$ cat src/rtl/spiport_pkg.sv
`timescale 1ns/1ps
package spiport_pkg;
    typedef enum logic [2:0] {
        ST_IDLE,   // chip-select inactive
        ST_HDR,    // shifting the 16-bit instruction
        ST_WDATA,  // receiving write bytes
        ST_RDATA,  // launching read bytes
        ST_RTAIL,  // holding the final read bit until the next falling edge
        ST_DONE    // byte count used up, waiting for chip-select to rise
    } port_state_e;
endpackage

$ cat src/rtl/spiport_front.sv
`timescale 1ns/1ps
module spiport_front #(
    parameter int STAGES = 2
) (
    input  logic clk,
    input  logic rst_n,
    input  logic cs_n,
    input  logic sclk,
    input  logic sdi,
    output logic cs_act,
    output logic sck_rise,
    output logic sck_fall,
    output logic sdi_s
);
    logic [STAGES-1:0] cs_q, ck_q, d_q;
    logic              ck_prev;

    always_ff @(posedge clk or negedge rst_n) begin
        if (!rst_n) begin
            cs_q    <= '1;
            ck_q    <= '0;
            d_q     <= '0;
            ck_prev <= 1'b0;
        end else begin
            cs_q    <= {cs_q[STAGES-2:0], cs_n};
            ck_q    <= {ck_q[STAGES-2:0], sclk};
            d_q     <= {d_q[STAGES-2:0], sdi};
            ck_prev <= ck_q[STAGES-1];
        end
    end

    assign cs_act   = ~cs_q[STAGES-1];
    assign sck_rise = ck_q[STAGES-1] & ~ck_prev;
    assign sck_fall = ~ck_q[STAGES-1] & ck_prev;
    assign sdi_s    = d_q[STAGES-1];
endmodule

$ cat src/rtl/spiport_fsm.sv
`timescale 1ns/1ps
module spiport_fsm
    import spiport_pkg::*;
#(
    parameter int ADDR_W = 13,
    parameter int DATA_W = 8
) (
    input  logic              clk,
    input  logic              rst_n,
    input  logic              cs_act,
    input  logic              sck_rise,
    input  logic              sck_fall,
    input  logic              sdi,
    input  logic [DATA_W-1:0] rd_data,
    output logic              wr_stb,
    output logic [ADDR_W-1:0] wr_addr,
    output logic [DATA_W-1:0] wr_data,
    output logic [ADDR_W-1:0] rd_addr,
    output logic              drive,
    output logic              out_bit
);
    localparam int HDR_W = ADDR_W + 3;
    localparam int CNT_W = $clog2(HDR_W);
    localparam logic [CNT_W-1:0] HDR_LAST  = CNT_W'(HDR_W - 1);
    localparam logic [CNT_W-1:0] BYTE_LAST = CNT_W'(DATA_W - 1);

    port_state_e       st, st_nx;
    logic [CNT_W-1:0]  bcnt;
    logic [HDR_W-2:0]  hdr;
    logic [ADDR_W-1:0] addr;
    logic [1:0]        rem;
    logic              stream;
    logic [DATA_W-2:0] dsh;
    logic              obit;

    logic [HDR_W-1:0]  hdr_full;
    logic [DATA_W-1:0] wbyte;
    logic              hdr_end, wbyte_end, rbyte_end, last_byte;

    assign hdr_full  = {hdr, sdi};
    assign wbyte     = {dsh, sdi};
    assign hdr_end   = (st == ST_HDR)   && sck_rise && (bcnt == HDR_LAST);
    assign wbyte_end = (st == ST_WDATA) && sck_rise && (bcnt == BYTE_LAST);
    assign rbyte_end = (st == ST_RDATA) && sck_fall && (bcnt == BYTE_LAST);
    assign last_byte = !stream && (rem == 2'd0);

    // next state
    always_comb begin
        st_nx = st;
        if (!cs_act) begin
            st_nx = ST_IDLE;
        end else begin
            unique case (st)
                ST_IDLE:  st_nx = ST_HDR;
                ST_HDR:   if (hdr_end) st_nx = hdr_full[HDR_W-1] ? ST_RDATA : ST_WDATA;
                ST_WDATA: if (wbyte_end && last_byte) st_nx = ST_DONE;
                ST_RDATA: if (rbyte_end && last_byte) st_nx = ST_RTAIL;
                ST_RTAIL: if (sck_fall) st_nx = ST_DONE;
                ST_DONE:  st_nx = ST_DONE;
                default:  st_nx = ST_IDLE;
            endcase
        end
    end

    // state register
    always_ff @(posedge clk or negedge rst_n) begin
        if (!rst_n) st <= ST_IDLE;
        else        st <= st_nx;
    end

    // shift and count datapath
    always_ff @(posedge clk or negedge rst_n) begin
        if (!rst_n) begin
            bcnt   <= '0;
            hdr    <= '0;
            addr   <= '0;
            rem    <= '0;
            stream <= 1'b0;
            dsh    <= '0;
            obit   <= 1'b0;
        end else if (!cs_act || st == ST_IDLE) begin
            bcnt <= '0;
        end else begin
            unique case (st)
                ST_HDR: if (sck_rise) begin
                    hdr <= hdr_full[HDR_W-2:0];
                    if (bcnt == HDR_LAST) begin
                        bcnt   <= '0;
                        addr   <= hdr_full[ADDR_W-1:0];
                        rem    <= hdr_full[ADDR_W+1:ADDR_W];
                        stream <= &hdr_full[ADDR_W+1:ADDR_W];
                    end else begin
                        bcnt <= bcnt + 1'b1;
                    end
                end
                ST_WDATA: if (sck_rise) begin
                    if (bcnt == BYTE_LAST) begin
                        bcnt <= '0;
                        addr <= addr - 1'b1;
                        if (!stream && rem != 2'd0) rem <= rem - 1'b1;
                    end else begin
                        dsh  <= wbyte[DATA_W-2:0];
                        bcnt <= bcnt + 1'b1;
                    end
                end
                ST_RDATA: if (sck_fall) begin
                    if (bcnt == '0) begin
                        obit <= rd_data[DATA_W-1];
                        dsh  <= rd_data[DATA_W-2:0];
                        bcnt <= CNT_W'(1);
                    end else begin
                        obit <= dsh[DATA_W-2];
                        dsh  <= {dsh[DATA_W-3:0], 1'b0};
                        if (bcnt == BYTE_LAST) begin
                            bcnt <= '0;
                            addr <= addr - 1'b1;
                            if (!stream && rem != 2'd0) rem <= rem - 1'b1;
                        end else begin
                            bcnt <= bcnt + 1'b1;
                        end
                    end
                end
                default: ;
            endcase
        end
    end

    // outputs
    always_comb begin
        wr_stb  = wbyte_end;
        wr_addr = addr;
        wr_data = wbyte;
        rd_addr = addr;
        drive   = (st == ST_RDATA) || (st == ST_RTAIL);
        out_bit = obit;
    end

    assert_release_on_deselect_R6: assert property (@(posedge clk) disable iff (!rst_n)
        !cs_act |=> !drive);
    assert_descending_step_R3: assert property (@(posedge clk) disable iff (!rst_n)
        wr_stb |=> (wr_addr == $past(wr_addr) - 1'b1));
    assert_no_read_in_header_R4: assert property (@(posedge clk) disable iff (!rst_n)
        (st == ST_HDR) |-> !drive);
endmodule

$ cat src/rtl/spiport_regs.sv
`timescale 1ns/1ps
module spiport_regs #(
    parameter int ADDR_W = 13,
    parameter int DATA_W = 8,
    parameter int DEPTH  = 16
) (
    input  logic                     clk,
    input  logic                     rst_n,
    input  logic                     wr_stb,
    input  logic [ADDR_W-1:0]        wr_addr,
    input  logic [DATA_W-1:0]        wr_data,
    input  logic [ADDR_W-1:0]        rd_addr,
    output logic [DATA_W-1:0]        rd_data,
    input  logic                     hw_we,
    input  logic [$clog2(DEPTH)-1:0] hw_addr,
    input  logic [DATA_W-1:0]        hw_wdata,
    output logic [DATA_W-1:0]        hw_rdata,
    output logic                     four_wire
);
    localparam int IDX_W        = $clog2(DEPTH);
    localparam int UPD_IDX      = DEPTH - 1;
    localparam int FIRST_STAGED = 2;

    logic [DATA_W-1:0]             mode_q, sel_q;
    logic [DEPTH-1:0][DATA_W-1:0]  buf_q, act_q;
    logic                          hit, upd_fire, mir;
    logic [IDX_W-1:0]              widx, ridx;

    assign widx     = wr_addr[IDX_W-1:0];
    assign ridx     = rd_addr[IDX_W-1:0];
    assign hit      = wr_stb && (wr_addr < ADDR_W'(DEPTH));
    assign upd_fire = hit && (widx == IDX_W'(UPD_IDX)) && wr_data[0];
    assign mir      = wr_data[DATA_W-1] | wr_data[0];

    always_ff @(posedge clk or negedge rst_n) begin
        if (!rst_n) begin
            mode_q <= '0;
            sel_q  <= '0;
        end else if (hit) begin
            if (widx == IDX_W'(0)) mode_q <= {mir, wr_data[DATA_W-2:1], mir};
            if (widx == IDX_W'(1)) sel_q  <= wr_data;
        end
    end

    for (genvar i = 0; i < DEPTH; i++) begin : g_ent
        if (i >= FIRST_STAGED && i < UPD_IDX) begin : g_staged
            logic [DATA_W-1:0] b_r, a_r;
            always_ff @(posedge clk or negedge rst_n) begin
                if (!rst_n) begin
                    b_r <= '0;
                    a_r <= '0;
                end else begin
                    if (hit && widx == IDX_W'(i)) b_r <= wr_data;
                    if (hw_we && hw_addr == IDX_W'(i)) a_r <= hw_wdata;
                    else if (upd_fire)                 a_r <= b_r;
                end
            end
            assign buf_q[i] = b_r;
            assign act_q[i] = a_r;
        end else begin : g_plain
            assign buf_q[i] = '0;
            assign act_q[i] = '0;
        end
    end

    always_comb begin
        if (rd_addr >= ADDR_W'(DEPTH))       rd_data = '0;
        else if (ridx == IDX_W'(0))          rd_data = mode_q;
        else if (ridx == IDX_W'(1))          rd_data = sel_q;
        else if (ridx == IDX_W'(UPD_IDX))    rd_data = '0;
        else                                 rd_data = sel_q[0] ? act_q[ridx] : buf_q[ridx];
    end

    assign hw_rdata  = act_q[hw_addr];
    assign four_wire = mode_q[DATA_W-1];

    assert_update_copies_R8: assert property (@(posedge clk) disable iff (!rst_n)
        (upd_fire && !hw_we) |=> (act_q == $past(buf_q)));
    assert_active_holds_R7: assert property (@(posedge clk) disable iff (!rst_n)
        (!upd_fire && !hw_we) |=> $stable(act_q));
    assert_mode_mirror_R6: assert property (@(posedge clk) disable iff (!rst_n)
        mode_q[DATA_W-1] == mode_q[0]);
endmodule

$ cat src/rtl/spiport.sv
`timescale 1ns/1ps
module spiport #(
    parameter int ADDR_W      = 13,
    parameter int DATA_W      = 8,
    parameter int DEPTH       = 16,
    parameter int SYNC_STAGES = 2
) (
    input  logic                     clk,
    input  logic                     rst_n,
    input  logic                     cs_n,
    input  logic                     sclk,
    input  logic                     sdio_in,
    output logic                     sdio_out,
    output logic                     sdio_oe,
    output logic                     sdo_out,
    output logic                     sdo_oe,
    input  logic                     hw_we,
    input  logic [$clog2(DEPTH)-1:0] hw_addr,
    input  logic [DATA_W-1:0]        hw_wdata,
    output logic [DATA_W-1:0]        hw_rdata
);
    logic              cs_act, sck_rise, sck_fall, sdi_s;
    logic              wr_stb, drive, out_bit, four_wire;
    logic [ADDR_W-1:0] wr_addr, rd_addr;
    logic [DATA_W-1:0] wr_data, rd_data;

    spiport_front #(.STAGES(SYNC_STAGES)) u_front (
        .clk(clk), .rst_n(rst_n), .cs_n(cs_n), .sclk(sclk), .sdi(sdio_in),
        .cs_act(cs_act), .sck_rise(sck_rise), .sck_fall(sck_fall), .sdi_s(sdi_s)
    );

    spiport_fsm #(.ADDR_W(ADDR_W), .DATA_W(DATA_W)) u_fsm (
        .clk(clk), .rst_n(rst_n), .cs_act(cs_act), .sck_rise(sck_rise),
        .sck_fall(sck_fall), .sdi(sdi_s), .rd_data(rd_data),
        .wr_stb(wr_stb), .wr_addr(wr_addr), .wr_data(wr_data),
        .rd_addr(rd_addr), .drive(drive), .out_bit(out_bit)
    );

    spiport_regs #(.ADDR_W(ADDR_W), .DATA_W(DATA_W), .DEPTH(DEPTH)) u_regs (
        .clk(clk), .rst_n(rst_n), .wr_stb(wr_stb), .wr_addr(wr_addr),
        .wr_data(wr_data), .rd_addr(rd_addr), .rd_data(rd_data),
        .hw_we(hw_we), .hw_addr(hw_addr), .hw_wdata(hw_wdata),
        .hw_rdata(hw_rdata), .four_wire(four_wire)
    );

    assign sdio_out = out_bit;
    assign sdo_out  = out_bit;
    assign sdio_oe  = drive & ~four_wire;
    assign sdo_oe   = drive & four_wire;

    assert_one_line_driven_R6: assert property (@(posedge clk) disable iff (!rst_n)
        !(sdio_oe && sdo_oe));
    assert_idle_release_R5: assert property (@(posedge clk) disable iff (!rst_n)
        $past(cs_n) && cs_n |-> !(sdio_oe || sdo_oe) || $past(drive));
endmodule

$ cat config.mk
export PLATFORM = sky130hd
export DESIGN_NAME = spiport
export DESIGN_NICKNAME = d
export VERILOG_FILES = /design/src/rtl/spiport_pkg.sv /design/src/rtl/spiport_front.sv /design/src/rtl/spiport_fsm.sv /design/src/rtl/spiport_regs.sv /design/src/rtl/spiport.sv
export SDC_FILE = /design/constraint.sdc
export NUM_CORES = 1
export LEC_CHECK = 0
export BUFFER_PORTS_ARGS = -buffer_cell sky130_fd_sc_hd__buf_4
export CAP_MARGIN = 5
export CORE_MARGIN = 8
export CORE_UTILIZATION = 60
export CTS_BUF_LIST = sky130_fd_sc_hd__clkbuf_16
export DETAILED_ROUTE_END_ITERATION = 12
export HOLD_SLACK_MARGIN = 0.06
export PLACE_DENSITY = 0.82
export RECOVER_POWER = 25
export SETUP_SLACK_MARGIN = 0.05
export SKIP_CTS_REPAIR_TIMING = 1
export SLEW_MARGIN = 20
export SYNTH_ARGS = -nofsm -noshare
export SYNTH_HDL_FRONTEND = slang
export SYNTH_SLANG_ARGS = --single-unit
$ cat constraint.sdc
create_clock -name clk -period 4.5 [get_ports clk]
set_clock_uncertainty 0.15 [all_clocks]
set_input_delay 0.225 -clock clk [delete_from_list [all_inputs] [get_ports clk]]
set_output_delay 0.225 -clock clk [all_outputs]
set_load 0.02 [all_outputs]
### Yosys cells after proc, flatten, opt, wreduce, memory -nomap -nowiden

Index checks and enable logic that the tools add are counted.

| storage, ports and cells | value |
|---|---|
| flip-flop bits (word level) | 277 |

| operators by class | value |
|---|---|
| $add $sub $neg | 3 |
| $lt $le $gt $ge | 4 |
| equality and inequality tests | 48 |
| multiplexer cells | 73 |
| bitwise gates (word level) | 9 |
| reduce and logical (&&, ||, !) cells | 73 |

Operator list:

| kind | number |
|---|---|
| $mux W8 | 34 |
| $bmux W8 S4 | 3 |
| $mux W13 | 6 |
| $eq A4 B4 Y1 const B | 16 |
| $logic_and A1 B1 Y1 | 39 |
| $pmux W13 S3 | 1 |
| $eq A4 B3 Y1 const B | 9 |
| $reduce_bool A2 Y1 | 15 |
| $mux W4 | 7 |
| $mux W7 | 4 |
| $pmux W3 S6 | 1 |
| $eq A4 B2 Y1 const B | 4 |
| $mux W3 | 5 |
| $ne A3 B2 Y1 const B | 5 |
| $mux W2 | 7 |
| $pmux W7 S2 | 1 |
| $ge A13 B5 Y1 const B | 1 |
| $lt A13 B5 Y1 const B | 1 |
| $sub A13 B1 Y13 const B | 1 |
| $pmux W4 S3 | 1 |
| $reduce_and A4 Y1 | 3 |
| $lt A4 B5 Y1 const B | 2 |
| $logic_not A4 Y1 | 2 |
| $reduce_and A7 Y1 | 1 |
| 24 further kinds | 41 |

### Logic depth before layout (Yosys ltp)

| depth | value |
|---|---|
| word-level depth | 10 |
| depth in mapped cells | 11 |
| gate-level depth less buffers | 8 |

### Hierarchy

Synthesis repeated with hierarchy kept, for this count alone.

| second synthesis, totals | value |
|---|---|
| cells, all modules | 1558 |
| area, all modules | 15293.4 µm² |

Modules (own cells, without submodules):

| module | times used | cells each | area an instance (µm²) |
|---|---|---|---|
| spiport_regs | 1 | 1261 | 12358.1 |
| spiport_fsm | 1 | 284 | 2715.1 |
| spiport_front | 1 | 10 | 196.4 |
| spiport | 1 | 3 | 23.8 |

### Worst setup path after synthesis

Ideal clock, no wire load.

| path | value |
|---|---|
| kind | register to register |
| start point | reg u_fsm.addr[0], in the netlist u_fsm.rd_addr[0] |
| end point | reg u_fsm.dsh[4] |
| setup time | 123 ps |
| data arrival time | 2257 ps |
| required time | 4227 ps |
| slack | 1971 ps |
| stages on the path, launching flop included | 10 |
| path buffers | 4 |
| cell sequence | dfrtp_1 > buf_2 > buf_2 > clkinv_1 > ha_1 > clkbuf_1 > nand2_1 > clkbuf_1 > nand4_1 > o221a_2 |

| on the way | value |
|---|---|
| longest elaborated chain between the ends | 10 |
| elaborated cells on any way between the ends | 16 |
| those cells by class | order compare: 1; eq/ne: 2; mux: 12; reduce/logical: 1 |

RTL lines:

| what | RTL line | RTL |
|---|---|---|
| from (decl) | spiport_fsm.sv:30 | `logic [ADDR_W-1:0] addr;` |
| from (signal assigned) | spiport_fsm.sv:89 | `addr <= hdr_full[ADDR_W-1:0];` |
| from (signal assigned) | spiport_fsm.sv:99 | `addr <= addr - 1'b1;` |
| from (signal assigned) | spiport_fsm.sv:116 | `addr <= addr - 1'b1;` |
| $bmux W8 S4 | spiport_regs.sv:71 | `else rd_data = sel_q[0] ? act_q[ridx] : buf_q[ridx];` |
| $mux W8 (not written as such) | spiport_regs.sv:71 |  |
| $mux W8 | spiport_regs.sv:71 |  |
| $mux W8 | spiport_regs.sv:70 | `else if (ridx == IDX_W'(UPD_IDX)) rd_data = '0;` |
| $mux W8 | spiport_regs.sv:69 | `else if (ridx == IDX_W'(1)) rd_data = sel_q;` |
| $mux W8 | spiport_regs.sv:68 | `else if (ridx == IDX_W'(0)) rd_data = mode_q;` |
| $mux W8 * | spiport_regs.sv:67 | `if (rd_addr >= ADDR_W'(DEPTH)) rd_data = '0;` |
| $mux W7 * | spiport_fsm.sv:107 | `if (bcnt == '0) begin` |
| $mux W7 * | spiport_fsm.sv:106 | `ST_RDATA: if (sck_fall) begin` |
| $pmux W7 S2 * | spiport_fsm.sv:84 | `unique case (st)` |
| to (signal assigned) | spiport_fsm.sv:102 | `dsh <= wbyte[DATA_W-2:0];` |
| to (signal assigned) | spiport_fsm.sv:109 | `dsh <= rd_data[DATA_W-2:0];` |
| to (signal assigned) | spiport_fsm.sv:113 | `dsh <= {dsh[DATA_W-3:0], 1'b0};` |
| to (decl) | spiport_fsm.sv:33 | `logic [DATA_W-2:0] dsh;` |

Every way passes the cells marked *; elsewhere a longest branch is shown, timed or not. The select of a mux whose other input is x is not followed.
A chain may end at the register's enable or synchronous reset.

### Worst setup path after layout

| path | value |
|---|---|
| start point | reg u_fsm.addr[4], in the netlist u_fsm.rd_addr[4] |
| end point | reg u_regs.g_ent[14].g_staged.a_r[2] |

| on the way | value |
|---|---|
| longest elaborated chain between the ends | 5 |

RTL lines:

| what | RTL line | RTL |
|---|---|---|
| $lt A13 B5 Y1 | spiport_regs.sv:31 | `assign hit = wr_stb && (wr_addr < ADDR_W'(DEPTH));` |
| $logic_and A1 B1 Y1 | spiport_regs.sv:31 |  |
| $logic_and A1 B1 Y1 (2 in series) | spiport_regs.sv:32 | `assign upd_fire = hit && (widx == IDX_W'(UPD_IDX)) && wr_data[0];` |
| $reduce_bool A2 Y1 (no source line) | n/a |  |
| to (signal assigned) | spiport_regs.sv:54 | `if (hw_we && hw_addr == IDX_W'(i)) a_r <= hw_wdata;` |
| to (signal assigned) | spiport_regs.sv:55 | `else if (upd_fire) a_r <= b_r;` |
| to (decl) | spiport_regs.sv:47 | `logic [DATA_W-1:0] b_r, a_r;` |

Every way passes these cells.

==> impl_metrics.env <==
export IMPL_synth_most_common_cell="dfrtp_1"
export IMPL_yosysTopAreaCellShare=0.457
export IMPL_crit_fanout=56
export IMPL_htreeDepth=1
export IMPL_drt_iter0_drc=1667
export IMPL_setup_violations_final=0
export IMPL_final_hold_viol_count=0
export IMPL_grt_pass1_wl_mm=68.1
export IMPL_crit_type="register to register"
export IMPL_synthesis_area_um2=15000
export IMPL_max_freq_mhz=296
export IMPL_die_area_um2=30300
export IMPL_vias=11800
export IMPL_min_delay_path_class="input pin to register"
export IMPL_clockBufferDepth=3
export IMPL_worst_slew_pin_slew_ns=2.39
export IMPL_fin_nets=1405
export IMPL_ys_seq_area_frac=0.461
export IMPL_power_frac_seq=0.482
export IMPL_violations="capacitance limit, slew limit"
export IMPL_leakage_nw=6.74
export IMPL_design_area_um2=16500
export IMPL_routedLengthMet1_mm=17.9
export IMPL_period_needed_ns=3.38
export IMPL_place_congestion=0.986
export IMPL_cts_tree="done"
export IMPL_netlist_instances=1386
export IMPL_drt_first_pass_iters=6
export IMPL_synthTopCellsByCount="dfrtp_1, mux2_2, mux2i_1, nand2_1, a21oi_1"
export IMPL_grt_start_max_net_pins=95
export IMPL_wire_per_inst_um=25.2
export IMPL_area_growth_pct=9.78
export IMPL_start_util=0.604
export IMPL_grt_pass1_vias=11500
export IMPL_ys_ff_latch=276
export IMPL_place_inst=1665
export IMPL_wl_mm=43.5
export IMPL_core_um2=24800
export IMPL_swShare=0.260
export IMPL_critPathSlowestCell="and4_4"
export IMPL_clk_insertion_delay_late_ns=0.56
export IMPL_synth_area_leaders="dfrtp_1, mux2_2, mux2i_1"
export IMPL_die_h_um=174
export IMPL_synth_cell_types=66
export IMPL_drive_gt1_frac=0.222
export IMPL_syn_nets=1412
export IMPL_cp_data_arrival_time_ns=3.64
export IMPL_yosys_area_top_type="dfrtp_1"
export IMPL_critPathLaunchType="register"
export IMPL_slowest_delay_ns=0.58
export IMPL_post_route_period_util=0.752
export IMPL_die_x_um=174
export IMPL_p_sw_w=0.00157
export IMPL_status="finished, violations left"
export IMPL_cts_buffers=30
export IMPL_wl_met3_mm=4.34
export IMPL_end_kind="register"
export IMPL_fin_tns_setup_ns=0
export IMPL_crit_required_ns=4.75
export IMPL_syn_avg_cell_area_um2=10.8
export IMPL_grt_use_total=0.284
export IMPL_dpl_cell_area_um2=15400
export IMPL_wl_met2_mm=18.9
export IMPL_rsz0062_at_grt="false"
export IMPL_p_int_w=0.00447
export IMPL_p_clk_frac=0.400
export IMPL_top_layer="met4"
export IMPL_final_antenna_net_count=0
export IMPL_p_per_area_nw_per_um2=367
export IMPL_slew_headroom=-0.590
export IMPL_crit_chain="or3_4 > and3b_1 > and4_1 > buf_4 > and4_4 > buf_12 > mux2i_1 > a21oi_1"
export IMPL_drc=0
export IMPL_synth_edf_count=0
export IMPL_viasPerCell=6.86
export IMPL_final_max_slew_violation_count=93
export IMPL_async_flop_share=1.00
export IMPL_port_buffers=29
export IMPL_timing_hold_ws_ns=0.177
export IMPL_ir_drop_uv=276
export IMPL_grt_overflow=0
export IMPL_clk_pin_slew_ns=0.06
export IMPL_p_comb_frac=0.118
export IMPL_synth_flop_cell="dfrtp_1"
export IMPL_yosys_warnings=0
export IMPL_cts_root_buffer="clkbuf_16"
export IMPL_antenna_found_initial=0
export IMPL_maxCapViolations=1
export IMPL_std_cell_rows=58
export IMPL_numClockSinks=276
export IMPL_num_io_pins=30
export IMPL_hpwl_mm=28.7
export IMPL_antenna_cells=0
export IMPL_stdcell_count=1728
## metal layers
metal	up-vias	track usage
met5	-	0
li1	5067	-
met1	5930	0.400
met2	707	0.415
met3	144	0.0516
met4	0	0.145
## worst max-delay path, delay by kind of cell (launching register included)
family          cells  cell delay (ns)
simple gates        4             1.58
buf+inv             2             0.67
flops               1             0.43
mux                 1             0.26
compound gates      1             0.09
## metrics by stage
stage,util,worst slack [ns],power (W)
6_report,0.663,1.12,0.00604
5_1_grt,0.663,0.976,0.00624
4_1_cts,0.658,1.07,0.00603
3_5_place_dp,0.620,1.04,0.00363
3_3_place_gp,0.620,1.24,0.00359
2_1_floorplan,-,1.97,0.00334
## cell families (layout without fill, tap and decap cells)
kind of cell,count (synthesis),count (layout),synth area share
xor gates and xnor gates,2,2,0.00117
adders and majority gates,8,8,0.00668
DFF,276,276,0.461
and+or+nand+nor,335,335,0.102
AOI/OAI and AO/OA,294,294,0.122
muxes,349,349,0.270
buffers and inverters,122,134,0.0368
## power by group through the flow
| stage | sequential (W) | clock (W) | combinational, W |
|---|---|---|---|
| after floorplan | 0.00287 | 0 | 0.000472 |
| after global placement | 0.00293 | 0 | 0.000665 |
| after detailed placement | 0.00294 | 0 | 0.000695 |
| after CTS | 0.00290 | 0.00244 | 0.000697 |
| after global routing | 0.00294 | 0.00253 | 0.000776 |
| final | 0.00291 | 0.00242 | 0.000712 |
## worst paths after layout
kind | slack (ns) | startpoint | endpoint | depth (start not counted)
max reg2reg | 1.12 | u_fsm.rd_addr[4]$_DFFE_PN0P_ | u_regs.g_ent[14].g_staged.a_r[2]$_DFFE_PN0P_ | 8
min in group asynchronous | 0.75 | rst_n | u_regs.g_ent[4].g_staged.a_r[4]$_DFFE_PN0P_ | 2
min | 0.18 | sdio_in | u_front.d_q[0]$_DFF_PN0_ | 2
min reg2reg | 0.21 | u_front.cs_q[0]$_DFF_PN1_ | u_front.cs_q[1]$_DFF_PN1_ | 0
max in group asynchronous | 1.98 | rst_n | u_fsm.rd_addr[1]$_DFFE_PN0P_ | 3
max | 1.12 | u_fsm.rd_addr[4]$_DFFE_PN0P_ | u_regs.g_ent[14].g_staged.a_r[2]$_DFFE_PN0P_ | 8
## cell type report
class                      count  area (um^2)
sequential                   276         6910
fill                        1896         8360
tap                          330          413
timing repair buffer          68          568
inverter                      15         56.3
multi-input combinational    988         7550
clock buffer                  30          751
clock inverter                21          201
## sequential cells by signal (all words and copies together), names as in the netlist
name and flops:
u_front.ck_prev 1, u_front.d_q 2, u_fsm.dsh 7, u_fsm.st 3, u_regs.g_ent.g_staged.b_r 104, u_regs.mode_q 7, u_fsm.bcnt 4, u_regs.g_ent.g_staged.a_r 104
u_fsm.hdr 15, u_regs.sel_q 8, u_fsm.rem 2, u_front.cs_q 2, u_fsm.rd_addr 13, u_front.ck_q 2, u_fsm.out_bit 1, u_fsm.stream 1
## placed cells by master (no fill, tap or decap), types with 4 or more instances in the layout
cell type and instances:
dfrtp_1 272, nand3b_1 5, dlygate4sd3_1 12, a31oi_1 6, o211ai_1 31, ha_1 8, o21ai_1 20, or4_1 4
nand4_1 5, mux2i_1 155, clkbuf_16 30, mux2_2 166, nor2_1 75, or3_1 5, o21ai_0 77, nand2b_1 12
a2bb2oi_1 4, clkinv_1 7, nand2_1 139, o22ai_1 8, a21oi_1 81, buf_4 47, nor2b_1 14, inv_1 20
nor3_1 18, o221ai_1 7, a22oi_1 19, mux4_2 28, nand3_1 35, clkinv_2 4, a221oi_1 6, bufinv_16 4
Power figures use the tool's default switching activity.
